==> src/rtl/rvnpc_pkg.sv <==
package rvnpc_pkg;
  typedef enum logic [1:0] {
    PCS_SEQ = 2'd0,
    PCS_BR  = 2'd1,
    PCS_IND = 2'd2,
    PCS_JMP = 2'd3
  } pc_src_e;

  typedef enum logic [2:0] {
    FMT_NONE = 3'd0,
    FMT_I    = 3'd1,
    FMT_S    = 3'd2,
    FMT_B    = 3'd3,
    FMT_U    = 3'd4,
    FMT_J    = 3'd5
  } imm_fmt_e;

  localparam logic [6:0] OPC_LOAD   = 7'b0000011;
  localparam logic [6:0] OPC_OPIMM  = 7'b0010011;
  localparam logic [6:0] OPC_JALR   = 7'b1100111;
  localparam logic [6:0] OPC_STORE  = 7'b0100011;
  localparam logic [6:0] OPC_BRANCH = 7'b1100011;
  localparam logic [6:0] OPC_LUI    = 7'b0110111;
  localparam logic [6:0] OPC_AUIPC  = 7'b0010111;
  localparam logic [6:0] OPC_JAL    = 7'b1101111;

  localparam logic [2:0] CMP_EQ  = 3'b000;
  localparam logic [2:0] CMP_NE  = 3'b001;
  localparam logic [2:0] CMP_LT  = 3'b100;
  localparam logic [2:0] CMP_GE  = 3'b101;
  localparam logic [2:0] CMP_LTU = 3'b110;
  localparam logic [2:0] CMP_GEU = 3'b111;

  function automatic imm_fmt_e fmt_of(input logic [6:0] opc);
    case (opc)
      OPC_LOAD, OPC_OPIMM, OPC_JALR: fmt_of = FMT_I;
      OPC_STORE:                     fmt_of = FMT_S;
      OPC_BRANCH:                    fmt_of = FMT_B;
      OPC_LUI, OPC_AUIPC:            fmt_of = FMT_U;
      OPC_JAL:                       fmt_of = FMT_J;
      default:                       fmt_of = FMT_NONE;
    endcase
  endfunction
endpackage

==> src/rtl/rvnpc_imm_gen.sv <==
module rvnpc_imm_gen
  import rvnpc_pkg::*;
#(
  parameter int XLEN = 32
) (
  input  logic [31:0]     instr,
  output imm_fmt_e        fmt,
  output logic [XLEN-1:0] imm,
  output logic [XLEN-1:0] off_i,
  output logic [XLEN-1:0] off_b,
  output logic [XLEN-1:0] off_j
);
  localparam int IW = 12;
  localparam int JW = 21;
  localparam int UW = 32;

  function automatic logic [XLEN-1:0] sx12(input logic [IW-1:0] v);
    sx12 = {{(XLEN-IW){v[IW-1]}}, v};
  endfunction

  function automatic logic [XLEN-1:0] sx13(input logic [IW:0] v);
    sx13 = {{(XLEN-IW-1){v[IW]}}, v};
  endfunction

  function automatic logic [XLEN-1:0] sx21(input logic [JW-1:0] v);
    sx21 = {{(XLEN-JW){v[JW-1]}}, v};
  endfunction

  function automatic logic [XLEN-1:0] sx32(input logic [UW-1:0] v);
    sx32 = {{(XLEN-UW){v[UW-1]}}, v};
  endfunction

  logic [XLEN-1:0] off_s;
  logic [XLEN-1:0] off_u;

  assign fmt   = fmt_of(instr[6:0]);
  assign off_i = sx12(instr[31:20]);
  assign off_s = sx12({instr[31:25], instr[11:7]});
  assign off_b = sx13({instr[31], instr[7], instr[30:25], instr[11:8], 1'b0});
  assign off_j = sx21({instr[31], instr[19:12], instr[20], instr[30:21], 1'b0});
  assign off_u = sx32({instr[31:12], 12'b0});

  always_comb begin
    case (fmt)
      FMT_I:   imm = off_i;
      FMT_S:   imm = off_s;
      FMT_B:   imm = off_b;
      FMT_U:   imm = off_u;
      FMT_J:   imm = off_j;
      default: imm = '0;
    endcase
  end

  always_comb begin
    if (fmt == FMT_NONE)
      a_r6_unknown_zero: assert (imm == '0) else $error("imm not zero for unknown opcode");
    if (fmt == FMT_U)
      a_r4_upper_low_clear: assert (imm[11:0] == 12'd0) else $error("upper imm low bits set");
    if (fmt == FMT_B || fmt == FMT_J)
      a_r3_half_aligned: assert (imm[0] == 1'b0) else $error("scaled offset odd");
    if (fmt != FMT_NONE && fmt != FMT_U)
      a_r1_sign_follows_msb: assert (imm[XLEN-1] == instr[31]) else $error("sign bit mismatch");
  end
endmodule

==> src/rtl/rvnpc_br_cond.sv <==
module rvnpc_br_cond
  import rvnpc_pkg::*;
#(
  parameter int XLEN = 32
) (
  input  logic            is_branch,
  input  logic [2:0]      cmp_op,
  input  logic [XLEN-1:0] a,
  input  logic [XLEN-1:0] b,
  output logic            taken
);
  logic eq_w;
  logic lt_s_w;
  logic lt_u_w;
  logic cond_w;

  assign eq_w   = (a == b);
  assign lt_s_w = ($signed(a) < $signed(b));
  assign lt_u_w = (a < b);

  always_comb begin
    case (cmp_op)
      CMP_EQ:  cond_w = eq_w;
      CMP_NE:  cond_w = !eq_w;
      CMP_LT:  cond_w = lt_s_w;
      CMP_GE:  cond_w = !lt_s_w;
      CMP_LTU: cond_w = lt_u_w;
      CMP_GEU: cond_w = !lt_u_w;
      default: cond_w = 1'b0;
    endcase
  end

  assign taken = is_branch & cond_w;

  always_comb begin
    if (cmp_op == 3'b010 || cmp_op == 3'b011)
      a_r7_reserved_not_taken: assert (!taken) else $error("reserved compare taken");
    if (eq_w)
      a_r7_equal_not_less: assert (!lt_s_w && !lt_u_w) else $error("equal yet less");
  end
endmodule

==> src/rtl/rvnpc_pc_mux.sv <==
module rvnpc_pc_mux
  import rvnpc_pkg::*;
#(
  parameter int XLEN = 32
) (
  input  logic [XLEN-1:0] pc,
  input  logic [XLEN-1:0] rs1,
  input  logic [XLEN-1:0] off_i,
  input  logic [XLEN-1:0] off_b,
  input  logic [XLEN-1:0] off_j,
  input  logic            taken,
  input  pc_src_e         sel,
  output logic [XLEN-1:0] next_pc,
  output logic [XLEN-1:0] link
);
  localparam logic [XLEN-1:0] STEP = XLEN'(4);

  function automatic logic [XLEN-1:0] rel_target(input logic [XLEN-1:0] base,
                                                 input logic [XLEN-1:0] off);
    rel_target = base + off;
  endfunction

  function automatic logic [XLEN-1:0] ind_target(input logic [XLEN-1:0] base,
                                                 input logic [XLEN-1:0] off);
    logic [XLEN-1:0] sum;
    sum = base + off;
    ind_target = {sum[XLEN-1:1], 1'b0};
  endfunction

  logic [XLEN-1:0] seq_tgt;
  logic [XLEN-1:0] br_tgt;
  logic [XLEN-1:0] ind_tgt;
  logic [XLEN-1:0] jmp_tgt;

  assign seq_tgt = rel_target(pc, STEP);
  assign br_tgt  = rel_target(pc, off_b);
  assign ind_tgt = ind_target(rs1, off_i);
  assign jmp_tgt = rel_target(pc, off_j);
  assign link    = seq_tgt;

  always_comb begin
    case (sel)
      PCS_BR:  next_pc = taken ? br_tgt : seq_tgt;
      PCS_IND: next_pc = ind_tgt;
      PCS_JMP: next_pc = jmp_tgt;
      default: next_pc = seq_tgt;
    endcase
  end

  always_comb begin
    a_r10_ind_even: assert (ind_tgt[0] == 1'b0) else $error("indirect target odd");
    if (sel == PCS_SEQ)
      a_r8_seq_is_link: assert (next_pc == link) else $error("sequential path not link");
    if (sel == PCS_BR && !taken)
      a_r9_fallthrough: assert (next_pc == link) else $error("untaken branch redirected");
    if (pc[0] == 1'b0)
      a_r11_jump_aligned: assert (jmp_tgt[0] == 1'b0 && br_tgt[0] == 1'b0) else $error("relative target odd");
  end
endmodule

==> src/rtl/rv_npc_unit.sv <==
module rv_npc_unit
  import rvnpc_pkg::*;
#(
  parameter int XLEN = 32
) (
  input  logic [31:0]     instr_i,
  input  logic [XLEN-1:0] pc_i,
  input  logic [XLEN-1:0] rs1_i,
  input  logic [XLEN-1:0] rs2_i,
  input  logic [1:0]      pc_src_i,
  output logic [XLEN-1:0] imm_o,
  output logic            br_taken_o,
  output logic [XLEN-1:0] next_pc_o,
  output logic [XLEN-1:0] link_o
);
  imm_fmt_e        fmt_w;
  logic [XLEN-1:0] off_i_w;
  logic [XLEN-1:0] off_b_w;
  logic [XLEN-1:0] off_j_w;
  logic            is_branch_w;
  pc_src_e         sel_w;

  assign is_branch_w = (instr_i[6:0] == OPC_BRANCH);
  assign sel_w       = pc_src_e'(pc_src_i);

  rvnpc_imm_gen #(.XLEN(XLEN)) u_imm (
    .instr (instr_i),
    .fmt   (fmt_w),
    .imm   (imm_o),
    .off_i (off_i_w),
    .off_b (off_b_w),
    .off_j (off_j_w)
  );

  rvnpc_br_cond #(.XLEN(XLEN)) u_cmp (
    .is_branch (is_branch_w),
    .cmp_op    (instr_i[14:12]),
    .a         (rs1_i),
    .b         (rs2_i),
    .taken     (br_taken_o)
  );

  rvnpc_pc_mux #(.XLEN(XLEN)) u_mux (
    .pc      (pc_i),
    .rs1     (rs1_i),
    .off_i   (off_i_w),
    .off_b   (off_b_w),
    .off_j   (off_j_w),
    .taken   (br_taken_o),
    .sel     (sel_w),
    .next_pc (next_pc_o),
    .link    (link_o)
  );

  always_comb begin
    if (br_taken_o)
      a_r7_taken_needs_branch: assert (fmt_w == FMT_B) else $error("taken without branch opcode");
    if (fmt_w == FMT_B)
      a_r3_imm_matches_offset: assert (imm_o == off_b_w) else $error("branch imm differs from target offset");
  end
endmodule

==> config.mk <==
export PLATFORM = sky130hd
export DESIGN_NAME = rv_npc_unit
export DESIGN_NICKNAME = d
export VERILOG_FILES = /design/src/rtl/rvnpc_pkg.sv /design/src/rtl/rvnpc_imm_gen.sv /design/src/rtl/rvnpc_br_cond.sv /design/src/rtl/rvnpc_pc_mux.sv /design/src/rtl/rv_npc_unit.sv
export SDC_FILE = /design/constraint.sdc
export NUM_CORES = 1
export LEC_CHECK = 0
export BUFFER_PORTS_ARGS = -buffer_cell sky130_fd_sc_hd__buf_2
export CAP_MARGIN = 30
export CORE_MARGIN = 5
export CORE_UTILIZATION = 45
export DETAILED_ROUTE_END_ITERATION = 7
export PLACE_DENSITY = 0.77
export SYNTH_ARGS = -nofsm -noshare
export SYNTH_HDL_FRONTEND = slang
export SYNTH_HIERARCHICAL = 1
export SYNTH_SLANG_ARGS = --single-unit
==> constraint.sdc <==
create_clock -name vclk -period 10.3
set_input_delay 2.575 -clock vclk [all_inputs]
set_output_delay 2.575 -clock vclk [all_outputs]
set_load 0.02 [all_outputs]
Yosys cells after proc, flatten, opt, wreduce, memory -nomap -nowiden
Index checks and enable logic that the tools add are counted.
{ "word_totals": {"word_cells": 40, "output_inout_bits": 97, "reg_bits": 0} }
{ "op_classes": {"eq_ne": 22, "bitwise": 1, "n_addsub": 4, "muxes": 5, "n_reduce_logical": 6, "magnitude_cmp": 2} }
{ "ops": {"columns": ["cell", "n"], "rows": [
  ["$pmux 32 s5", 1],
  ["$add 32x32->32", 3],
  ["$pmux 32 s3", 1],
  ["$lt 32x32->1", 2],
  ["$add 32x3->32 const B", 1],
  ["$eq 32x32->1", 1],
  ["$mux 32", 1],
  ["$eq 7x7->1 const B", 3],
  ["$eq 3x3->1 const B", 6],
  ["$pmux 3 s5", 1],
  ["$eq 7x5->1 const B", 2],
  ["$eq 7x6->1 const B", 2],
  ["$eq 7x2->1 const B", 1],
  ["$eq 3x1->1 const B", 2],
  ["$eq 3x2->1 const B", 2],
  ["$pmux 1 s6", 1],
  ["$eq 2x2->1 const B", 2],
  ["$logic_not 1->1", 3],
  ["$logic_not 3->1", 1],
  ["$reduce_or 3->1", 1],
  ["$eq 2x1->1 const B", 1],
  ["$reduce_or 2->1", 1],
  ["$and 1x1->1", 1]
]} }

Logic depth before layout (Yosys ltp)
{ "depth": {"depth_word": 6, "mapped_depth": 16} }

Modules after synthesis
Netlist, hierarchy kept.
{ "modules_own_cells": {"columns": ["module", "cells_per_inst", "instances", "area_each_um2", "seq_area_each_um2"], "rows": [
  ["rvnpc_pc_mux", 925, 1, 6276.0, 0.0],
  ["rvnpc_imm_gen", 175, 1, 1308.8, 0.0],
  ["rvnpc_br_cond", 122, 1, 875.8, 0.0],
  ["rv_npc_unit", 2, 1, 17.5, 0.0]
]} }

Worst setup path after synthesis
OpenSTA, ideal clock, no wires.
{ "synth_path": {"path_type": "input-to-output", "from": "in rs2_i[1]", "to": "out next_pc_o[18]", "required_ns": 7.725, "arrival_time_ns": 5.589, "slack_ns": 2.136, "stages": 14, "cell_sequence": "inv_1 > ha_1 > nor2b_1 > o211ai_1 > a2111o_1 > o211ai_1 > a21oi_2 > xnor2_1 > o21ai_1 > nand2_1 > nor2_1 > clkbuf_1 > a22oi_1 > o211ai_1"} }
{ "synth_between": {"elab_chain_len": 6} }
{ "synth_lines": {"columns": ["item", "line_no", "text"], "rows": [
  ["start, declared", "rv_npc_unit.sv:9", "input logic [XLEN-1:0] rs2_i,"],
  ["$lt 32x32->1, or another cell as far along", "rvnpc_br_cond.sv:19", "assign lt_u_w = (a < b);"],
  ["$logic_not 1->1, on equally long branches", "rvnpc_br_cond.sv:28, rvnpc_br_cond.sv:24, rvnpc_br_cond.sv:26", null],
  ["$pmux 1 s6 (*)", "rvnpc_br_cond.sv:22", "case (cmp_op)"],
  ["$and 1x1->1 (*)", "rvnpc_br_cond.sv:33", "assign taken = is_branch & cond_w;"],
  ["via br_taken_o", "rv_npc_unit.sv:12", "output logic br_taken_o,"],
  ["$mux 32 (*)", "rvnpc_pc_mux.sv:43", "PCS_BR: next_pc = taken ? br_tgt : seq_tgt;"],
  ["$pmux 32 s3 (*)", "rvnpc_pc_mux.sv:42", "case (sel)"],
  ["end, declared", "rv_npc_unit.sv:13", "output logic [XLEN-1:0] next_pc_o,"]
]} }
Mark *: on every way through the listed nets, which the timed path passes. The rest lies on a longest branch.

Worst setup path in the final report
{ "layout_path": {"from": "in rs1_i[1]", "to": "out next_pc_o[21]"} }
{ "layout_between": {"elab_chain_len": 6} }
{ "layout_lines": {"columns": ["item", "line_no", "text"], "rows": [
  ["start, declared", "rv_npc_unit.sv:8", "input logic [XLEN-1:0] rs1_i,"],
  ["$lt 32x32->1, or another cell as far along", "rvnpc_br_cond.sv:19", null],
  ["$logic_not 1->1, on equally long branches", "rvnpc_br_cond.sv:28, rvnpc_br_cond.sv:24, rvnpc_br_cond.sv:26", null],
  ["$pmux 1 s6", "rvnpc_br_cond.sv:22", null],
  ["$and 1x1->1", "rvnpc_br_cond.sv:33", null],
  ["$mux 32", "rvnpc_pc_mux.sv:43", null],
  ["$pmux 32 s3 (*)", "rvnpc_pc_mux.sv:42", null]
]} }
Mark *: on every way between the ends. The rest lies on a longest branch, timed or not.

==> summary.md <==
| Metric | Value |
|---|---|
| Hold Buf Count CTS | 0 |
| Maxcap violations | 0 |
| Drt first pass iters | 5 |
| CP Max Fanout | 13 |
| P per Cell Area | 62.4 nW/um^2 |
| Fin. max-slew vios | 0 |
| Wirelength per Cell | 19.1 um |
| Design area | 9020 um^2 |
| CP Capture Type | primary output |
| Area growth, synth to finish | 6.47% |
| Internal Power | 216 uW |
| Post_cts resized | 0 |
| Area occupied by multi-input gates | 7340 um^2 |
| Outcome | finished, final reports clean |
| Via/cell ratio | 6.15 |
| Antenna-violating nets left | 0 |
| Number of global-route vias before repair | 8938 |
| Comb pwr share | 1.000 |
| Hpwl dp | 25.1 mm |
| Global placer's final weighted congestion | 1.00 |
| Ys Warns | 6 |
| Fmax | 0.114 GHz |
| RSZ-0062 raised after global routing | no |
| Num sequential | 0 |
| Number of port buffers | 227 |
| Post-Syn Instances | 1223 |
| Post-route clock period utilization | 0.854 |
| Clkbuf count | 0 |
| Gr usage total | 0.256 |
| Sequential fraction of design power | 0 |
| I/O pins | 227 |
| Final setup viols | 0 |
| Fin Setup TNS | 0 ns |
| Min cycle time layout | 8.79 ns |
| Global-route wire length before repair | 46.4 mm |
| Initial cell density of the core | 0.455 |
| Final Hold Vio Count | 0 |
| Largest net degree at the start of global routing | 39 |
| Final WL | 29.6 mm |
| Number of setup buffers added after CTS | 0 |
| Rel. slew slack | 0.301 |
| First DRT Iteration DRCs | 1054 |
| Area after DPL | 9020 um^2 |
| Fill count | 1916 |
| Sw power | 348 uW |
| DRC | 0 |
| Critical path, cell by cell | buf_2 > ha_1 > nor2b_1 > o211ai_1 > a2111o_1 > o211ai_1 > a21oi_2 > xnor2_1 > o21ai_1 > and2_1 > nor2_1 > a22o_1 > nor3_1 > o221ai_1 > buf_2 |
| Routed via count | 9526 |
| VDD IR-drop max | 22.0 uV |
| Remaining Overflow, GRT | 0 |
| Worst Hold Class | in2out |
| Share of cells above drive strength 1 | 0.196 |
| Die Wd | 147 um |
| Crit path DAT | 6.22 ns |
| Synth Cell Area | 8470 um^2 |
| Sw frac | 0.617 |
| Delay of the slowest critical-path stage | 0.58 ns |
| Die area | 21700 um^2 |
| Core Area | 18600 um^2 |
| ANT cells | 0 |
| Rows | 50 |
| Worst EP required | 7.73 ns |
| Chip height | 147 um |
| Register area | 0 um^2 |
| Fin nets | 1574 |
| Initial antenna violation count | 0 |
| Startpoint Class | input port |
| Lkg Pwr | 4.50 nW |
| Slew @ Worst Pin | 1.04 ns |
| Syn_area_per_cell | 6.93 um^2 |
| Clock group share of total power | 0 |
| Slowest cell on crit path | o21ai_1 |
| Crit path kind | in2out |
[per-stage QoR]
stage	setup slack, ns	hold WS [ns]	power, mW	util	std cells
final	1.51	5.43	0.563	0.484	1548
after floorplan	2.14	5.23	0.409	-	1224
after global placement	1.72	5.43	0.545	0.484	1548
after global routing	1.33	5.45	0.615	0.484	1548
after CTS	1.58	5.43	0.552	0.484	1548
after detailed placement	1.57	5.43	0.549	0.484	1548
[power groups by stage]
stage	sequential [mW]	combinational (mW)	clock (mW)
2_1_floorplan	0	0.409	0
3_3_place_gp	0	0.545	0
3_5_place_dp	0	0.549	0
4_1_cts	0	0.552	0
5_1_grt	0	0.615	0
6_report	0	0.563	0
[cell type report]
cell class                      instances  area share
Tap cell                              234      0.0325
Multi-Input combinational cell       1023       0.814
Timing Repair Buffer                  230       0.128
Inverter                               61      0.0254
[worst max-delay path, delay by kind of cell]
family | cells | cell delay, ns
AND/OR/NAND/NOR | 4 | 1.08
buffers and inverters | 2 | 0.33
adder cells (fa/ha/maj) | 1 | 0.28
AO/OA/AOI/OAI | 7 | 1.81
XOR/XNOR | 1 | 0.13
[metal layers]
| metal | global-route usage | part of all wire | wire [um] | up-vias |
|---|---|---|---|---|
| met3 | 0.0241 | 0.090 | 2660 | 57 |
| li1 | - | - | - | 4635 |
| met4 | 0.0699 | 0.030 | 885 | 0 |
| met5 | 0 | 0 | 0 | - |
| met2 | 0.413 | 0.44 | 12900 | 457 |
| met1 | 0.363 | 0.44 | 13200 | 4377 |
[final timing paths]
check                 from             to  slack (ns)  cells past startpoint
setup / recovery  rs1_i[1]  next_pc_o[21]        1.51                     15
hold / removal     pc_i[0]      link_o[0]        5.43                      2
[cells in the final DEF, fill, tap and decap left out, types with 12 or more instances in the layout]
cell type  instances
o21ai_1           12
nand3_1           38
o21ai_0           57
xor2_1            47
a21o_1            57
and3_1            23
nand4_1           35
a22oi_1           13
a21oi_1          115
a31oi_1           12
nand2_1          107
a211oi_1          13
buf_2            227
xnor2_1           64
inv_1             60
nand2b_1          17
nor2_1            66
and2_1            14
ha_1             125
nor2b_1           20
o211ai_1          23
nor3_1            16
No activity file was read; power rests on OpenSTA's default activity.
